===== src/rtl/spoll_pkg.sv =====
package spoll_pkg;

    typedef enum logic [1:0] {
        ST_IDLE,
        ST_XQ,
        ST_SLOT,
        ST_DONE
    } spoll_state_e;

endpackage


===== src/rtl/spoll_seq_fsm.sv =====
module spoll_seq_fsm
    import spoll_pkg::*;
#(
    parameter int SLOT_BYTES = 4,
    parameter int GRP_W      = 2
) (
    input  logic             clk,
    input  logic             rst_n,
    input  logic             poll_active,
    input  logic             poll_disable,
    input  logic             byte_ack,
    output logic [GRP_W-1:0] grp,
    output logic             sel_xq,
    output logic             byte_valid,
    output logic             busy,
    output logic             last_accept
);

    localparam logic [GRP_W-1:0] LAST_GRP = GRP_W'(SLOT_BYTES - 1);

    spoll_state_e     state_q, state_d;
    logic [GRP_W-1:0] grp_q, grp_d;
    logic             poll_q;
    logic             enter;

    assign enter = poll_active && !poll_q;

    // next-state and group selection
    always_comb begin
        state_d = state_q;
        grp_d   = grp_q;
        if (!poll_active || poll_disable) begin
            state_d = ST_IDLE;              // leave / disable
        end else begin
            unique case (state_q)
                ST_IDLE: if (enter) begin   // enter
                    state_d = ST_XQ;
                    grp_d   = '0;
                end
                ST_XQ: if (byte_ack) begin  // first-accept
                    state_d = ST_SLOT;
                    grp_d   = '0;
                end
                ST_SLOT: if (byte_ack) begin
                    if (grp_q == LAST_GRP) begin
                        state_d = ST_DONE;  // last-accept
                    end else begin
                        grp_d = grp_q + 1'b1; // next-group
                    end
                end
                ST_DONE: state_d = ST_DONE;
                default: state_d = ST_IDLE;
            endcase
        end
    end

    // state register
    always_ff @(posedge clk) begin
        if (!rst_n) begin
            state_q <= ST_IDLE;
            grp_q   <= '0;
            poll_q  <= 1'b0;
        end else begin
            state_q <= state_d;
            grp_q   <= grp_d;
            poll_q  <= poll_active;
        end
    end

    // outputs
    always_comb begin
        sel_xq      = 1'b0;
        byte_valid  = 1'b0;
        busy        = 1'b1;
        last_accept = 1'b0;
        unique case (state_q)
            ST_IDLE: busy = 1'b0;
            ST_XQ: begin
                sel_xq     = 1'b1;
                byte_valid = 1'b1;
            end
            ST_SLOT: begin
                byte_valid  = 1'b1;
                last_accept = byte_ack && poll_active && !poll_disable &&
                              (grp_q == LAST_GRP);
            end
            ST_DONE: busy = 1'b1;
            default: busy = 1'b0;
        endcase
    end

    assign grp = grp_q;

endmodule


===== src/rtl/spoll_byte_fmt.sv =====
module spoll_byte_fmt #(
    parameter int SLOT_BYTES     = 4,
    parameter int SLOTS_PER_BYTE = 6,
    parameter int GRP_W          = 2,
    parameter int LAM_W          = SLOT_BYTES * SLOTS_PER_BYTE
) (
    input  logic             srq,
    input  logic             x_resp,
    input  logic             q_resp,
    input  logic [LAM_W-1:0] lam,
    input  logic             sel_xq,
    input  logic             byte_valid,
    input  logic [GRP_W-1:0] grp,
    output logic [7:0]       status_byte
);

    logic [7:0] grp_byte [SLOT_BYTES];

    // one candidate byte per slot group: lowest slot in bit 1
    for (genvar g = 0; g < SLOT_BYTES; g++) begin : g_grp
        logic [5:0] payload;
        assign payload     = 6'(lam[g*SLOTS_PER_BYTE +: SLOTS_PER_BYTE]);
        assign grp_byte[g] = {srq, payload, 1'b0};
    end

    always_comb begin
        if (!byte_valid) begin
            status_byte = 8'h00;
        end else if (sel_xq) begin
            status_byte = {srq, 4'b0000, q_resp, x_resp, 1'b0};
        end else begin
            status_byte = grp_byte[grp];
        end
    end

endmodule


===== src/rtl/spoll_srq_flag.sv =====
module spoll_srq_flag (
    input  logic clk,
    input  logic rst_n,
    input  logic raise,
    input  logic clear,
    output logic srq
);

    // a new request outranks a clear in the same cycle
    always_ff @(posedge clk) begin
        if (!rst_n) begin
            srq <= 1'b0;
        end else if (raise) begin
            srq <= 1'b1;
        end else if (clear) begin
            srq <= 1'b0;
        end
    end

endmodule


===== src/rtl/spoll_status_seq.sv =====
module spoll_status_seq #(
    parameter int SLOT_BYTES     = 4,
    parameter int SLOTS_PER_BYTE = 6,
    localparam int LAM_W         = SLOT_BYTES * SLOTS_PER_BYTE
) (
    input  logic             clk,
    input  logic             rst_n,
    input  logic             poll_active,
    input  logic             poll_disable,
    input  logic             byte_ack,
    input  logic             srq_raise,
    input  logic             x_resp,
    input  logic             q_resp,
    input  logic [LAM_W-1:0] lam,
    output logic [7:0]       status_byte,
    output logic             byte_valid,
    output logic             srq,
    output logic             xfer_inhibit
);

    localparam int GRP_W = (SLOT_BYTES > 1) ? $clog2(SLOT_BYTES) : 1;

    logic [GRP_W-1:0] grp;
    logic             sel_xq;
    logic             busy;
    logic             last_accept;

    spoll_seq_fsm #(
        .SLOT_BYTES (SLOT_BYTES),
        .GRP_W      (GRP_W)
    ) i_fsm (
        .clk          (clk),
        .rst_n        (rst_n),
        .poll_active  (poll_active),
        .poll_disable (poll_disable),
        .byte_ack     (byte_ack),
        .grp          (grp),
        .sel_xq       (sel_xq),
        .byte_valid   (byte_valid),
        .busy         (busy),
        .last_accept  (last_accept)
    );

    spoll_srq_flag i_srq (
        .clk   (clk),
        .rst_n (rst_n),
        .raise (srq_raise),
        .clear (last_accept || poll_disable),
        .srq   (srq)
    );

    spoll_byte_fmt #(
        .SLOT_BYTES     (SLOT_BYTES),
        .SLOTS_PER_BYTE (SLOTS_PER_BYTE),
        .GRP_W          (GRP_W)
    ) i_fmt (
        .srq         (srq),
        .x_resp      (x_resp),
        .q_resp      (q_resp),
        .lam         (lam),
        .sel_xq      (sel_xq),
        .byte_valid  (byte_valid),
        .grp         (grp),
        .status_byte (status_byte)
    );

    assign xfer_inhibit = poll_active || busy;

endmodule


===== config.mk =====
export PLATFORM = sky130hd
export DESIGN_NAME = spoll_status_seq
export DESIGN_NICKNAME = d
export VERILOG_FILES = /design/src/rtl/spoll_pkg.sv /design/src/rtl/spoll_seq_fsm.sv /design/src/rtl/spoll_byte_fmt.sv /design/src/rtl/spoll_srq_flag.sv /design/src/rtl/spoll_status_seq.sv
export SDC_FILE = /design/constraint.sdc
export NUM_CORES = 1
export LEC_CHECK = 0
export BUFFER_PORTS_ARGS = -buffer_cell sky130_fd_sc_hd__buf_2
export CAP_MARGIN = 30
export CORE_AREA = 2 2 41 51
export CTS_BUF_LIST = sky130_fd_sc_hd__clkbuf_8
export DETAILED_ROUTE_END_ITERATION = 8
export DIE_AREA = 0 0 43 53
export PLACE_DENSITY = 0.67
export SETUP_SLACK_MARGIN = 0.02
export SLEW_MARGIN = 0
export SYNTH_ARGS = -nofsm -noshare
export SYNTH_HDL_FRONTEND = slang
export SYNTH_SLANG_ARGS = --single-unit

===== constraint.sdc =====
create_clock -name clk -period 4.61 [get_ports clk]
set_input_delay 0.2305 -clock clk [delete_from_list [all_inputs] [get_ports clk]]
set_output_delay 0.2305 -clock clk [all_outputs]
set_load 0.01 [all_outputs]

== Yosys cells after proc, flatten, opt, wreduce, memory -nomap -nowiden ==
Index checks and enable logic that the tools add are counted.

* $add $sub $neg: 1
* Order comparisons: 1
* Equality and inequality tests: 9
* Multiplexer cells: 21
* Bitwise gates (word level): 3
* Reductions and logical operators: 17

{| class="wikitable"
|+ Operators by type and width
! kind !! count
|-
| 8-bit two-way mux || 4
|-
| 8-bit binary-select mux with 2-bit select || 1
|-
| 2-bit two-way mux || 8
|-
| 2-bit case mux with 4 select lines || 1
|-
| 2-bit equality test, second input constant || 3
|-
| 1-bit two-way mux || 6
|-
| 2-bit inequality test, second input constant || 3
|-
| 2-bit case mux with 3 select lines || 1
|-
| 6-bit AND reduction || 1
|-
| 1-bit logical AND || 4
|-
| 2-bit by 1-bit inequality test with 1-bit output, second input constant || 2
|-
| 4-bit AND reduction || 1
|-
| 2-bit OR reduction || 2
|-
| 3-bit >= comparator, second input constant || 1
|-
| 1-bit logical NOT || 3
|-
| 1-bit logical OR || 3
|-
| 2-bit inverter with 3-bit output || 1
|-
| 3-bit nonzero test || 1
|-
| 2-bit by 1-bit adder with 2-bit output, second input constant || 1
|-
| 2-bit by 1-bit equality test with 1-bit output, second input constant || 1
|-
| 2-bit logical NOT || 1
|-
| 1-bit inverter || 2
|-
| 2-bit nonzero test || 1
|}

* Flip-flop bits (word level): 6
* Output and inout bits: 11
* Logic and storage cells: 56

== Longest topological paths before layout ==
* Depth in word-level cells: 7
* Mapped depth: 6
* Gate-level depth less buffers: 6

== Cells and area by module ==
Synthesis repeated with hierarchy kept, for this count alone.

* Cell total of the unflattened synthesis: 63
* Area, all modules: 626.9 um^2

{| class="wikitable"
|+ By module, submodules not included
! module !! instances !! cells an instance !! area an instance (um^2) !! sequential area each (um^2)
|-
| spoll_seq_fsm || 1 || 34 || 334.1 || 100.1
|-
| spoll_byte_fmt || 1 || 24 || 239.0 || 0.0
|-
| spoll_srq_flag || 1 || 3 || 41.3 || 20.0
|-
| spoll_status_seq || 1 || 2 || 12.5 || 0.0
|}

== Worst setup path after synthesis ==
OpenSTA, ideal clock, no wires.

* Path kind: reg-to-output
* From: register i_fsm.state_q[0]
* To: output port status_byte[2]
* Data arrival time: 1.266 ns
* Required time: 4.379 ns
* Path slack: 3.113 ns
* Stages on the path, launching flop included: 5
* Buffers on the path: 0
* Cell sequence: dfxtp_1 inv_1 ha_1 nand2b_1 o21ai_0

* Word-level cells in the longest chain between the ends: 4
* Elaborated cells on any way between the ends: 7
* Classes of those cells: eq/ne (2); mux (4); reduce/logical (1)

{| class="wikitable"
|+ RTL lines
! element !! line !! source
|-
| start: declaration || spoll_seq_fsm.sv:21 || <nowiki>spoll_state_e state_q, state_d;</nowiki>
|-
| start signal: assignment || spoll_seq_fsm.sv:64 || <nowiki>state_q <= state_d;</nowiki>
|-
| 2-bit by 1-bit equality test with 1-bit output / 2-bit equality test (equally long branches) || spoll_seq_fsm.sv:76 || <nowiki>unique case (state_q)</nowiki>
|-
| 2-bit OR reduction (no source line) (*) || -- ||
|-
| 1-bit two-way mux (*) || spoll_seq_fsm.sv:76 ||
|-
| named net byte_valid || spoll_status_seq.sv:16 || <nowiki>output logic byte_valid,</nowiki>
|-
| 8-bit two-way mux (*) || spoll_byte_fmt.sv:27 || <nowiki>if (!byte_valid) begin</nowiki>
|-
| end: declaration || spoll_status_seq.sv:15 || <nowiki>output logic [7:0] status_byte,</nowiki>
|}

Mark *: on every way through the listed nets, which the timed path passes. The rest lies on a longest branch.

== Worst setup path after layout ==
* From: register i_fsm.grp_q[0] (netlist: i_fsm.grp[0])
* To: output port status_byte[1]

* Word-level cells in the longest chain between the ends: 6

{| class="wikitable"
|+ RTL lines
! element !! line !! source
|-
| start: declaration || spoll_seq_fsm.sv:22 || <nowiki>logic [GRP_W-1:0] grp_q, grp_d;</nowiki>
|-
| start signal: assignment || spoll_seq_fsm.sv:65 || <nowiki>grp_q <= grp_d;</nowiki>
|-
| 2-bit inverter with 3-bit output (not written as such) || spoll_byte_fmt.sv:32 || <nowiki>status_byte = grp_byte[grp];</nowiki>
|-
| 8-bit binary-select mux with 2-bit select || spoll_byte_fmt.sv:32 ||
|-
| 8-bit two-way mux (not written as such) (2 in a row) || spoll_byte_fmt.sv:32 ||
|-
| 8-bit two-way mux || spoll_byte_fmt.sv:29 || <nowiki>end else if (sel_xq) begin</nowiki>
|-
| 8-bit two-way mux || spoll_byte_fmt.sv:27 ||
|}

Every way passes these cells. The select of a mux whose other input is x is not followed.

==> flow_summary.ini <==
[status]
status = finished, final reports clean

[worst_setup_path]
critPathCaptureType = output port
cp_max_fo = 9
reg2reg_depth = 5
startpoint_type = register
reg2reg_slack_ns = 2.95
criticalPathCategory = register to output port
worstPathArrival_ns = 1.66
worstPathRequired_ns = 4.38

[finish]
layout_commonest_cell = buf_2
multiInputGateArea_sq_um = 423
nFillCells = 181
syn_to_final_growth_pct = 43.0
fin_cells = 121
num_antenna_cells = 0
seq_area_sq_um = 120
final_area_sq_um = 836
drive_gt1_share_pct = 50.0
final_cell_mix = buf_2 (41), mux4_2 (6), inv_1 (6), ha_1 (6), dfxtp_1 (6)
fin_nets = 142

[timing]
fmax_ghz = 0.529
finalSetupTns_ns = 0
layout_worst_path_cycle_share_pct = 41.0
clock-skew-final_ns = 0.00144
fin_crit_ns = 1.89
rsz0062_at_grt = false
setup_viol = 0
setup_slack_ns = 2.72
finalHoldViolations = 0
drv_slew = 0

[worst_hold_path]
min_path_type = input pin to register
hold_depth = 3

[placement]
place_hpwl_um = 1240
globalplace.congestion = 0.783
place_area_sq_um = 795
post-place-ws_ns = 2.93
numPortBuffers = 41
dp.cells = 118

[clocking]
cts_tree = built
clk_pin_slew_ns = 0.04
cts_hold_buf = 0
post_cts_buffers = 0
root_buffer = clkbuf_8
clockBufferDepth = 2
clock_latency_ns = 0.22
cts.sinks = 6
cts_made_buffers = 3
htree_levels = 1
post_cts_resized = 0

[synth]
synth_nets = 99
syn_avg_cell_area_sq_um = 9.58
ys_seq_elements = 6
synth_area_sq_um = 584
seq_area_frac_synth_pct = 20.6
synth_cells = 61
ys_types = 24
yosys_warnings = 0

[grt]
grt.overflow.total = 0
grt_max_degree = 10
grt_pass1_vias = 540
grt.total_usage_pct = 13.3
antenna_found_initial = 0
grt_pass1_wl_um = 2210

[routing]
first_pass_iters = 4
viasPerCell = 4.98
drc = 0
vias = 603
drtAntennaViolNets = 0
totalWireLength_um = 1460
first_iter_violations = 7
wl_per_cell_um = 12.1

[die]
start_util_pct = 32.7
fp.dieW_um = 43
rows = 17
design.die.area_sq_um = 2280
core_area_sq_um = 1790
die_h_um = 53
ios = 43

[power_and_ir_drop]
p_leak_nw = 0.411
p_per_area_nw_per_um2 = 205
peakVddDrop_mv = 0.157

[job]
maxCapViolations = 0
[worst max-delay path: stages (launching register included)]
cell	delay, ns
dfxtp_1	0.59
mux4_2	0.55
inv_1	0.06
o21ai_0	0.08
buf_2	0.14
[cells in the mapped netlist]
library cell	n	share of area, %
dfxtp_1	6	21
ha_1	6	13
inv_1	6	3.9
mux4_2	6	23
nor2b_1	5	5.4
nand2_1	4	2.6
nand2b_1	3	3.2
nand3_1	3	2.6
a211oi_1	2	2.6
and2_1	2	2.1
buf_4	2	2.6
mux2i_1	2	3.4
nor2_1	2	1.3
o21ai_0	2	1.7
a21oi_1	1	0.86
a221oi_2	1	2.6
a31oi_1	1	1.1
and3_1	1	1.1
clkbuf_1	1	0.64
conb_1	1	0.64
nand3b_1	1	1.3
nand4_1	1	1.1
nor3b_1	1	1.3
o21ba_1	1	1.7
[where the power goes]
group	switching (W)	leakage [nW]	internal, W
combinational	0.0000166	0.340	0.0000219
clock	0.0000215	0.0216	0.0000560
sequential	0.00000136	0.0490	0.0000539
[worst paths after layout]
check	start	end
hold reg to reg	i_srq.srq$_SDFFE_PN0P_	i_srq.srq$_SDFFE_PN0P_
setup reg to reg	i_fsm.grp[0]$_SDFFE_PN0P_	i_fsm.state_q[1]$_SDFFE_PP0P_
hold / removal	srq_raise	i_srq.srq$_SDFFE_PN0P_
setup / recovery	i_fsm.grp[0]$_SDFFE_PN0P_	status_byte[1]
[sequential cells by signal (all words and copies together), names as in the netlist]
name           cells
i_fsm.grp          2
i_fsm.state_q      2
i_srq.srq          1
i_fsm.poll_q       1
[cell type report]
| class | instances | area share [%] |
|---|---|---|
| Sequential cell | 6 | 14.4 |
| Multi-Input combinational cell | 46 | 50.6 |
| Tap cell | 19 | 2.84 |
| Clock buffer | 3 | 4.94 |
| Inverter | 6 | 2.69 |
| Timing Repair Buffer | 41 | 24.6 |
[per-stage QoR]
stage	util (%)	total power [W]	hold WS [ns]
after floorplan	-	0.0000757	0.359
after global placement	44.5	0.0000939	0.463
after detailed placement	44.5	0.0000948	0.467
after CTS	46.8	0.000177	0.241
after global routing	46.8	0.000184	0.277
final	46.8	0.000171	0.255
[per-layer routing]
| metal | vias to the layer above | global-route usage, % | wire length [um] |
|---|---|---|---|
| li1 | 300 | - | - |
| met1 | 268 | 14.2 | 576 |
| met2 | 35 | 23.0 | 699 |
| met3 | 0 | 5.46 | 187 |
| met4 | 0 | 6.06 | 0 |
| met5 | - | 0 | 0 |
[logic make-up after synthesis]
| group | after synthesis | synth area share, % |
|---|---|---|
| fa+ha+maj | 6 | 12.8 |
| other cells | 1 | 0.642 |
| simple gates | 23 | 21.8 |
| flops | 6 | 20.6 |
| compound gates | 8 | 10.5 |
| mux | 8 | 26.6 |
| buf+inv | 9 | 7.06 |
(Power assumes the default switching activity.)
